<file path="config.mk">
export PLATFORM = sky130hd
export DESIGN_NAME = txfc_credit_tracker
export DESIGN_NICKNAME = d
export VERILOG_FILES = /design/src/rtl/txfc_pkg.sv /design/src/rtl/txfc_pool_ctr.sv /design/src/rtl/txfc_consume_check.sv /design/src/rtl/txfc_credit_tracker.sv
export SDC_FILE = /design/constraint.sdc
export NUM_CORES = 1
export LEC_CHECK = 0
export ABC_AREA = 1
export CORE_MARGIN = 5
export CORE_UTILIZATION = 50
export CTS_CLUSTER_DIAMETER = 60
export DETAILED_ROUTE_END_ITERATION = 8
export GPL_TIMING_DRIVEN = 1
export PLACE_DENSITY = 0.72
export SLEW_MARGIN = 5
export SYNTH_ARGS = -nofsm -noshare
export SYNTH_HDL_FRONTEND = slang
export SYNTH_SLANG_ARGS = --single-unit
</file>
<file path="constraint.sdc">
create_clock -name clk -period 5.3 [get_ports clk]
set_input_delay 0.795 -clock clk [delete_from_list [all_inputs] [get_ports clk]]
set_output_delay 0.795 -clock clk [all_outputs]
set_load 0.1 [all_outputs]
</file>
<file path="src/rtl/txfc_pkg.sv">
package txfc_pkg;
  localparam int NUM_TYPES = 3;
  localparam int NUM_POOLS = 2 * NUM_TYPES;

  // pool index: header of type t sits at 2t+1, data at 2t
  typedef enum logic [2:0] {
    POOL_CPL_DAT  = 3'd0,
    POOL_CPL_HDR  = 3'd1,
    POOL_NP_DAT   = 3'd2,
    POOL_NP_HDR   = 3'd3,
    POOL_POST_DAT = 3'd4,
    POOL_POST_HDR = 3'd5
  } pool_e;

  function automatic logic consume_ok(input logic [NUM_POOLS-1:0] c);
    logic [1:0] n_hdr;
    logic [1:0] n_dat;
    n_hdr = 2'(c[POOL_POST_HDR]) + 2'(c[POOL_NP_HDR]) + 2'(c[POOL_CPL_HDR]);
    n_dat = 2'(c[POOL_POST_DAT]) + 2'(c[POOL_NP_DAT]) + 2'(c[POOL_CPL_DAT]);
    return (n_hdr <= 2'd1) && (n_dat <= n_hdr);
  endfunction
endpackage

</file>
<file path="src/rtl/txfc_pool_ctr.sv">
module txfc_pool_ctr #(
  parameter int W = 8
) (
  input  logic         clk,
  input  logic         rst,
  input  logic         consume_i,
  input  logic         infinite_i,
  input  logic         valid_i,
  input  logic [W-1:0] limit_i,
  input  logic [W-1:0] need_i,
  output logic         has_room_o
);
  logic [W-1:0] limit_q;
  logic [W-1:0] used_q;
  logic [W-1:0] room;
  logic         armed_q;

  function automatic logic [W-1:0] room_of(input logic [W-1:0] lim,
                                           input logic [W-1:0] used);
    return lim - used;
  endfunction

  always_ff @(posedge clk) begin
    if (rst) begin
      limit_q <= '0;
      used_q  <= '0;
      armed_q <= 1'b0;
    end else begin
      limit_q <= limit_i;
      used_q  <= used_q + W'(consume_i);
      armed_q <= 1'b1;
    end
  end

  assign room       = room_of(limit_q, used_q);
  assign has_room_o = valid_i && (infinite_i || (room >= need_i));

  // one pulse, one credit
  a_r2_count_step: assert property (@(posedge clk) disable iff (rst || !armed_q)
    used_q == $past(used_q) + W'($past(consume_i)));

  // reset clears the counter
  a_r6_reset_clear: assert property (@(posedge clk)
    rst |=> (used_q == '0 && limit_q == '0));
endmodule

</file>
<file path="src/rtl/txfc_consume_check.sv">
module txfc_consume_check
  import txfc_pkg::*;
(
  input  logic                 clk,
  input  logic                 rst,
  input  logic [NUM_POOLS-1:0] consume_i,
  output logic                 err_o
);
  logic bad_now;
  assign bad_now = !consume_ok(consume_i);

  always_ff @(posedge clk) begin
    if (rst) err_o <= 1'b0;
    else     err_o <= bad_now;
  end

  // two header pulses at once are always flagged
  a_r4_two_hdr_flag: assert property (@(posedge clk) disable iff (rst)
    ($countones({consume_i[POOL_POST_HDR], consume_i[POOL_NP_HDR], consume_i[POOL_CPL_HDR]}) > 1)
      |=> err_o);

  // a quiet cycle never raises the flag
  a_r4_idle_quiet: assert property (@(posedge clk) disable iff (rst)
    (consume_i == '0) |=> !err_o);
endmodule

</file>
<file path="src/rtl/txfc_credit_tracker.sv">
module txfc_credit_tracker
  import txfc_pkg::*;
#(
  parameter int HDR_W = 8,
  parameter int DAT_W = 12,
  parameter int PLD_W = 11
) (
  input  logic             clk,
  input  logic             rst,
  input  logic             limits_valid,
  input  logic [HDR_W-1:0] lim_hdr_post,
  input  logic [DAT_W-1:0] lim_dat_post,
  input  logic [HDR_W-1:0] lim_hdr_np,
  input  logic [DAT_W-1:0] lim_dat_np,
  input  logic [HDR_W-1:0] lim_hdr_cpl,
  input  logic [DAT_W-1:0] lim_dat_cpl,
  input  logic [5:0]       infinite_vec,
  input  logic [5:0]       consume_vec,
  input  logic [PLD_W-1:0] req_payload_dw,
  output logic [2:0]       fit,
  output logic             proto_err
);
  localparam int NEED_W = PLD_W - 1;

  logic [HDR_W-1:0] hdr_lim [NUM_TYPES];
  logic [DAT_W-1:0] dat_lim [NUM_TYPES];
  logic [NUM_TYPES-1:0] hdr_room;
  logic [NUM_TYPES-1:0] dat_room;
  logic             valid_q;
  logic [PLD_W:0]   dw_round;
  logic [DAT_W-1:0] dat_need;

  assign hdr_lim[0] = lim_hdr_cpl;
  assign hdr_lim[1] = lim_hdr_np;
  assign hdr_lim[2] = lim_hdr_post;
  assign dat_lim[0] = lim_dat_cpl;
  assign dat_lim[1] = lim_dat_np;
  assign dat_lim[2] = lim_dat_post;

  // ceil(dw/4): four dwords per data credit
  assign dw_round = {1'b0, req_payload_dw} + (PLD_W+1)'(3);
  assign dat_need = DAT_W'(dw_round[PLD_W:2]);

  always_ff @(posedge clk) begin
    if (rst) valid_q <= 1'b0;
    else     valid_q <= limits_valid;
  end

  for (genvar t = 0; t < NUM_TYPES; t++) begin : g_type
    txfc_pool_ctr #(.W(HDR_W)) u_hdr (
      .clk        (clk),
      .rst        (rst),
      .consume_i  (consume_vec[2*t+1]),
      .infinite_i (infinite_vec[2*t+1]),
      .valid_i    (valid_q),
      .limit_i    (hdr_lim[t]),
      .need_i     (HDR_W'(1)),
      .has_room_o (hdr_room[t])
    );
    txfc_pool_ctr #(.W(DAT_W)) u_dat (
      .clk        (clk),
      .rst        (rst),
      .consume_i  (consume_vec[2*t]),
      .infinite_i (infinite_vec[2*t]),
      .valid_i    (valid_q),
      .limit_i    (dat_lim[t]),
      .need_i     (dat_need),
      .has_room_o (dat_room[t])
    );
    assign fit[t] = hdr_room[t] && dat_room[t];

    // an unlimited pair always fits once limits are valid
    a_r5_inf_fits: assert property (@(posedge clk) disable iff (rst)
      (valid_q && infinite_vec[2*t+1] && infinite_vec[2*t]) |-> fit[t]);
  end

  txfc_consume_check u_chk (
    .clk       (clk),
    .rst       (rst),
    .consume_i (consume_vec),
    .err_o     (proto_err)
  );

  // nothing fits before valid limits were sampled
  a_r6_no_fit_early: assert property (@(posedge clk) disable iff (rst)
    !valid_q |-> (fit == 3'b000));

  if (NEED_W > DAT_W) begin : g_bad_width
    initial $error("payload width too large for data counter");
  end
endmodule

</file>
# Word level (Yosys, flattened, before mapping)
# Index checks and enable logic that the tools add are counted.
# word_totals
ram_bits	0
latch_bits	0
mem_bits_ro	0
in_bits	86
memories	0
register_bits	122
output_inout_bits	4
wordCells	56
# classes
muxes	0
shifts	0
n_reduce_logical	17
mul	0
bitwise	0
add_sub_neg	17
n_div	0
eq_ne	0
magnitude_cmp	8
# op_table
op	count
12-bit by 1-bit adder with 12-bit output	3
12-bit by 10-bit greater-or-equal comparator with 1-bit output	3
12-bit subtractor	3
8-bit by 1-bit adder with 8-bit output	3
8-bit by 1-bit greater-or-equal comparator with 1-bit output (second input constant)	3
8-bit subtractor	3
11-bit by 2-bit adder with 12-bit output (second input constant)	1
1-bit logical AND	10
1-bit logical OR	6
1-bit by 1-bit adder with 2-bit output	2
2-bit by 1-bit adder with 2-bit output	2
2-bit by 1-bit <= comparator with 1-bit output (second input constant)	1
2-bit <= comparator	1
1-bit logical NOT	1

# Longest topological paths before layout
# Gate-level depths: netlist (run 1).
# logic_depth
word_depth	5
mapped_depth	19
mapped_depth_nobuf	19

# Hierarchy
# A second synthesis (run 1) with hierarchy kept.
# unflattened
cells_unflattened	1455
hier_area_um2	9384.0
# by_module_without_submodules
mod	cells_each	area_per_inst_um2	seq_area_each_um2	n_inst
txfc_pool_ctr (g_type[0].u_dat ...)	305	1894.3	480.5	3
txfc_pool_ctr (g_type[0].u_hdr ...)	155	1099.8	320.3	3
txfc_credit_tracker	58	266.5	20.0	1
txfc_consume_check	17	135.1	20.0	1

# Least setup slack after synthesis (run 1)
# OpenSTA, ideal clock, no wires.
# synth_path
path_kind	input -> output
start	input port req_payload_dw[0]
end	output port fit[0]
required_ns	4.505
path_buffers	0
arrival_ns	3.794
path_slack_ns	0.711
stages	17
path_cell_list	inv_1 > nand2_2 > nand2_4 > nor2_4 > nand2_2 > nor2_4 > nand2_2 > nor2_4 > nand2_1 > xor2_1 > ha_1 > inv_1 > nor3_1 > a211oi_1 > nand2_1 > nand2_1 > a21oi_1
# synth_via
elab_chain_len	5
# synth_rtl
element	line_no	source
start, declared	txfc_credit_tracker.sv:19	input logic [PLD_W-1:0] req_payload_dw,
11-bit by 2-bit adder with 12-bit output	txfc_credit_tracker.sv:41	assign dw_round = {1'b0, req_payload_dw} + (PLD_W+1)'(3);
12-bit by 10-bit greater-or-equal comparator with 1-bit output	txfc_pool_ctr.sv:36	assign has_room_o = valid_i && (infinite_i || (room >= need_i));
1-bit logical OR	txfc_pool_ctr.sv:36	
1-bit logical AND	txfc_pool_ctr.sv:36	
1-bit logical AND	txfc_credit_tracker.sv:70	assign fit[t] = hdr_room[t] && dat_room[t];
end, declared	txfc_credit_tracker.sv:20	output logic [2:0] fit,
# No other way between the ends.

# Worst setup path after layout (run 1)
# layout_path
start	input port req_payload_dw[0]
end	output port fit[2]
# The elaborated chain is that of the path after synthesis.

==> impl_results.md, run 1 <==
* Starting Density at 50.5%
* Most instantiated cells after synthesis: inv_1 (241), nand2_1 (224), nor2_1 (157), dfxtp_1 (122), ha_1 (98)
* Drc violations at 0
* Final worst slack at approximately 1.1 ns
* RSZ-0062 raised after global routing: no
* PwrDens at about 270 mW/mm^2
* Clk_lat worst skew at between 0.4 and 0.5 ns
* Mux cell area share after synthesis at 0%
* Reg2reg setup slack at around 3.5 ns
* # setup viols final at 0
* CTS Root Cell: clkbuf_16
* Final Cycle Share at between 70% and 80%
* Critical Path Start: req_payload_dw[0]
* CP endpoint kind: output pin
* Synth Register Bits at between 100 and 150
* Fin nets at approximately 1400
* Share of cells above drive strength 1 at between 4 and 5%
* Fin Setup TNS at 0 ns
* Top cell type's share of synthesized area at between 30% and 40%
* Critical path arrival at 3.44 ns
* Most common cell in the netlist: inv_1
* CTS tree: built
* DP Worst Slack at approximately 1.1 ns
* Worst slew margin at between 20% and 30%
* Min-delay src: g_type[0].u_dat.used_q[11]
* Post-synthesis sequential area ratio at a little under a third
* 1st-iter DRT viols at between 200 and 300
* Adder-Cell Fraction of Synth Area at between 15 and 20%
* Vias/cell at 4.72
* Max FO, Critical Path at 4
* Worst R2R Start: g_type[1].u_dat.used_q[0]
* WL/cell at about 11 um
* DR pass1 iterations at 5
* Die H at ~140 um
* Critical path startpoint category: input pin
* Fillcell total at between 1000 and 1500
* DP HPWL at 12400 um
* Ranking of synthesized cells by area: dfxtp_1 (31%), ha_1 (15%), inv_1 (11%)
* Setup Skew at 0.00482 ns
* WS Path Type: input pin to output pin
* Synth Flop Type: dfxtp_1
* WHS at between 0.4 and 0.5 ns
* Post-CTS sizing at 0
* Status: finished clean
* Worst slew pin tran at roughly 1.1 ns
* Number of diodes at 0
* Placed instance area at approximately 0.0091 mm^2
* Total core area at 0.0158 mm^2
* Peak VDD IR at around 0.23 mV
* Simple-gate share of the synthesized area at a little over a quarter
* Post-Route WL at about 16000 um
* Pin count of the biggest net entering global routing at slightly above 90
* Vias at 6916
* Global Route Usage Sum at 18.2%
* Post-Syn Area at ~0.008 mm^2
* Post-route cell area at slightly below 0.01 mm^2
* H-tree levels at 4
* Max cap viols at 0
* Syn Inst Count at about 1100
* Die area at between 0.015 and 0.02 mm^2
* Synth Net Count at 1333
* Synth cell types at 34
* Achievable frequency at ~0.24 GHz
* Compound-Gate Fraction of Synth Area at under 10%
* DIE WIDTH at about 140 um
* Clock sink count at roughly 120
* Syn Area/Cell at 6.98 um^2
* Overflow after GRT at 0
* Main combinational cell family by area after synthesis: simple AND/OR/NAND/NOR gates
* Post-layout min period at about 4.2 ns
* Clock tree buffer depth at 2
* Antenna Nets Post-Route at 0
* Fin. max-slew vios at 0
* Leakage at about 4.7 nW
* YS warnings at 0
* Hold Buf Count CTS at 0
* Clock-pin transition on the worst setup and hold timing paths at around 0.05 ns
* Async S/R FF share, synth at 0%
* Rows at between 40 and 50
* Number of synthesized flops with an enable pin at 0
* Setup Buffers After CTS at 0
* Hold crit path type: flip-flop to flip-flop
* First-pass GRT wire length at around 27000 um
* XOR/XNOR Fraction of Synth Area at approximately 5.6%
* Layout overhead on the synthesized area at 21.0%
* I/O pins at 90
* Synth area leader: dfxtp_1
* WP data required at between 4 and 5 ns
* IO buf count at slightly below 90
* GP Congestion at between 0.8 and 0.9
* Final Hold Fails at 0
* Inserted Clock Buffers at 17
* Vias in the first global route at about 6500
* Initial antenna violation count at 0
routing by layer:
metal / global-route usage (%) / routed length [um] / vias up
li1: - / - / 3749
met1: 22.2 / 7650 / 3048
met2: 31.8 / 7520 / 101
met3: 4.77 / 669 / 18
met4: 4.82 / 192 / 0
met5: 0 / 0 / -
kinds of logic after synthesis:
kind of cell | count (synthesis)
buf+inv | 257
xor+xnor | 51
simple gates | 493
compound gates | 112
flops | 122
fa+ha+maj | 106
cells in the final DEF, fill, tap and decap left out, drive strengths merged, types with 2 or more instances in the layout:
cell | synthesis | final
a31oi | 6 | 6
inv | 244 | 246
fa | 8 | 8
o21bai | 3 | 3
clkinvlp | 0 | 4
o21ai | 26 | 26
buf | 0 | 5
nand3 | 54 | 54
a31o | 3 | 3
nand2 | 228 | 228
dfxtp | 122 | 122
nand4 | 17 | 17
clkbuf | 13 | 18
a21oi | 61 | 61
clkdlybuf4s50 | 0 | 85
a211o | 3 | 3
nor3 | 19 | 19
xor2 | 25 | 25
clkinv | 0 | 7
a211oi | 2 | 2
xnor2 | 26 | 26
nor4 | 2 | 2
o21a | 2 | 2
a21o | 5 | 5
nand3b | 7 | 7
nor2 | 164 | 164
ha | 98 | 98
flip-flops by register name, indices dropped and copies added, names as in the netlist:
register              count
g_type.u_dat.used_q      36
u_chk.err_o               1
g_type.u_hdr.limit_q     24
g_type.u_dat.limit_q     36
g_type.u_hdr.used_q      24
valid_q                   1
critical path, cell delays in order:
cell and delay [ns]:
clkdlybuf4s50_1 0.45, inv_1 0.04, nand2_2 0.09, nand2_4 0.06
nor2_4 0.10, nand2_2 0.09, nor2_4 0.11, nand2_2 0.09
nor2_4 0.13, nand4_1 0.22, ha_1 0.37, a211o_1 0.29
inv_1 0.05, nand2_1 0.05, nor2_1 0.08, nand3_1 0.10
nand2_1 0.06, inv_1 0.03, buf_4 0.22
per-stage QoR:
step / power [mW] / util, % / std cells
floorplan: 1.41 / - / 1141
global placement: 1.56 / 57.5 / 1434
detailed placement: 1.57 / 57.5 / 1434
CTS: 2.67 / 61.1 / 1466
global route: 2.81 / 61.1 / 1466
finish: 2.63 / 61.1 / 1466
power breakdown:
part | internal [mW] | switching, mW
Sequential | 0.953 | 0.0186
Combinational | 0.259 | 0.321
Clock | 0.656 | 0.425
path summary, 6_finish.rpt:
kind                            cells after the start                          to
worst max-delay path                               19                      fit[2]
worst min-delay path                                2  g_type[0].u_dat.used_q[11]
worst max register to register                      8   g_type[1].u_dat.used_q[8]
worst min register to register                      2  g_type[0].u_dat.used_q[11]
area by class of cell:
cell class                 instances  area, um^2  area share, %
tap                              216         270           2.80
multi-input combinational        762        4560           47.3
inverter                         244         916           9.50
sequential                       122        2440           25.3
clock buffer                      18         439           4.56
timing repair buffer              90         888           9.22
clock inverter                    14         124           1.29
(Power assumes the default switching activity.)
==> run 2, diff against run 1 <==
Settings changed: PLACE_DENSITY 0.72 to 0.75.
Clock period 5.3 ns to 3.5 ns, I/O delays scaled along.
==> impl_results.md, run 2 (synthesis results as in run 1) <==
* Fin nets at 1473 (was 1429)
* Rows at 46 (unchanged)
* IO buf count at 89 (unchanged)
* GP Congestion at 0.908 (was 0.846)
* CTS Root Cell: clkbuf_16 (unchanged)
* Post-layout min period at between 3 and 4 ns
* Critical path startpoint category: flip-flop (was input pin)
* Drc violations at 0 (unchanged)
* Peak VDD IR at 0.375 mV (was 0.227 mV)
* Post-Layout Cell Count at 1510 (was 1466)
* Worst slew pin tran at 1.06 ns (was 1.11 ns)
* Global Route Usage Sum at 20.1% (was 18.2%)
* Clk_lat worst skew at 0.43 ns (was 0.41 ns)
* Vias at 7355 (was 6916)
* Leakage at 5.13 nW (was 4.75 nW)
* H-tree levels at 4 (unchanged)
* 1st-iter DRT viols at 466 (was 273)
* Die H at 136 um (unchanged)
* DR pass1 iterations at 5 (unchanged)
* I/O pins at 90 (unchanged)
* RSZ-0062 raised after global routing: yes (was no)
* Hold crit path type: flip-flop to flip-flop (unchanged)
* DP HPWL at 12900 um (was 12400 um)
* Antenna Nets Post-Route at 0 (unchanged)
* Status: finished clean (unchanged)
* Top Registers: g_type.u_dat.limit_q x36, g_type.u_dat.used_q x36 (unchanged)
* Inserted Clock Buffers at 17 (unchanged)
* Pin count of the biggest net entering global routing at 49 (was 92)
* Layout overhead on the synthesized area at 34.4% (was 21.0%)
* Max cap viols at 0 (unchanged)
* First-pass GRT wire length at 29900 um (was 27300 um)
* Clock-pin transition on the worst setup and hold timing paths at 0.06 ns (was 0.05 ns)
* Final Hold Fails at 0 (unchanged)
* PwrDens at 418 mW/mm^2 (was 273 mW/mm^2)
* Most common cell after layout, fill and taps aside: inv_1 (unchanged)
* Post-Route WL at 19200 um (was 16000 um)
* Critical path's slowest cell: dfxtp_2 (was clkdlybuf4s50_1)
* Post-route cell area at 0.0107 mm^2 (was 0.00964 mm^2)
* CTS tree: built (unchanged)
* Clock sink count at 122 (unchanged)
* DIE WIDTH at 136 um (unchanged)
* Achievable frequency at around 0.29 GHz
* Total core area at 0.0158 mm^2 (unchanged)
* WS Path Type: flip-flop to output pin (was input pin to output pin)
* WL/cell at 12.7 um (was 10.9 um)
* Vias in the first global route at 6843 (was 6489)
* Placed instance area at 0.00922 mm^2 (was 0.00907 mm^2)
* Share of cells above drive strength 1 at 17.3% (was 4.80%)
* WP data required at 2.97 ns (was 4.51 ns)
* CP endpoint kind: output pin (unchanged)
* Overflow after GRT at 0 (unchanged)
* Max FO, Critical Path at 4 (unchanged)
* Final Cycle Share at between 90% and 100%
* WHS at 0.458 ns (was 0.483 ns)
* Slowest stage delay, CP at 0.36 ns (was 0.45 ns)
* Worst slew margin at 29.1% (was 25.7%)
* Fin. max-slew vios at 0 (unchanged)
* Cells along the critical path: inv_2 -> ha_4 -> nand2_4 -> inv_1 -> nand2_1 -> nand2_2 -> a21oi_2 -> nor2_1 -> nor2_2 -> xnor2_2 -> ha_4 -> a211o_1 -> nand3b_1 -> nor2_2 -> a21oi_2 -> buf_12 (was clkdlybuf4s50_1 -> inv_1 -> nand2_2 -> nand2_4 -> nor2_4 -> nand2_2 -> nor2_4 -> nand2_2 -> nor2_4 -> nand4_1 -> ha_1 -> a211o_1 -> inv_1 -> nand2_1 -> nor2_1 -> nand3_1 -> nand2_1 -> inv_1 -> buf_4)
* Setup Skew at 0.00947 ns (was 0.00482 ns)
* Most frequent cells in the layout: inv_1 (222), nand2_1 (210), nor2_1 (150) (was inv_1 (241), nand2_1 (224), nor2_1 (157))
* Vias/cell at 4.87 (was 4.72)
* Overall Power at 4.48 mW (was 2.63 mW)
* # setup viols final at 0 (unchanged)
* Initial antenna violation count at 0 (unchanged)
* Clock tree buffer depth at 2 (unchanged)
* Starting Density at 50.5% (unchanged)
* Hold Buf Count CTS at 0 (unchanged)
* Dpl cells at 1447 (was 1434)
* Critical path arrival at 2.94 ns (was 3.44 ns)
* Die area at 0.0186 mm^2 (unchanged)
* Number of diodes at 0 (unchanged)
## run 2: per-stage QoR
| step | util [%] | setup WS [ns] | setup TNS (ns) |
|---|---|---|---|
| 2_1_floorplan | - | -0.00288 | -0.00288 |
| 3_3_place_gp | 58.4 | -0.121 | -0.143 |
| 3_5_place_dp | 58.4 | -0.201 | -0.389 |
| 4_1_cts | 65.2 | -0.00639 | -0.00639 |
| 5_1_grt | 67.9 | -0.129 | -0.277 |
| 6_report | 67.9 | 0.0380 | 0 |
## run 2: per-layer routing
| metal | vias up | GRT usage [%] | routed length, um | share of wire (%) |
|---|---|---|---|---|
| met3 | 41 | 5.74 | 879 | 4.6 |
| li1 | 3836 | - | - | - |
| met2 | 143 | 34.7 | 9440 | 49 |
| met1 | 3335 | 23.9 | 8440 | 44 |
| met4 | 0 | 6.89 | 407 | 2.1 |
| met5 | - | 0 | 0 | 0 |
## run 2: repair_timing
item | in CTS | in global routing
setup buffers | 10 | 21
pin swaps | 29 | 55
gates resized for setup | 59 | 86
gates cloned | 0 | 0
endpoints found under the setup margin | 3 | 3
## run 2: area by class of cell
cell class | count | area [um^2]
multi-input combinational | 762 | 5130
fill | 1294 | 5070
sequential | 122 | 2480
timing repair buffer | 134 | 1260
inverter | 244 | 921
clock buffer | 19 | 453
tap | 216 | 270
clock inverter | 13 | 191
## run 2: path summary, 6_finish.rpt
path / start / endpoint / cells past startpoint / slack [ns]
hold / removal: g_type[0].u_dat.used_q[4] / g_type[0].u_dat.used_q[4] / 1 / 0.46
hold reg to reg: g_type[0].u_dat.used_q[4] / g_type[0].u_dat.used_q[4] / 1 / 0.46
setup / recovery: g_type[1].u_dat.used_q[5] / fit[1] / 16 / 0.04
setup reg to reg: g_type[0].u_dat.used_q[0] / g_type[0].u_dat.used_q[10] / 10 / 1.59
## run 2: where the power goes
part / internal [mW] / switching, mW / total [mW] / leakage [nW]
sequential: 1.44 / 0.0364 / 1.48 / 1.01
clock: 1.23 / 0.675 / 1.91 / 0.306
combinational: 0.507 / 0.580 / 1.09 / 3.81
## run 2: critical path, delay by kind of cell (launching register included)
family | cells | cell delay [ns]
compound gates | 3 | 0.40
flops | 1 | 0.36
xor+xnor | 1 | 0.22
buf+inv | 3 | 0.28
simple gates | 7 | 0.70
fa+ha+maj | 2 | 0.54
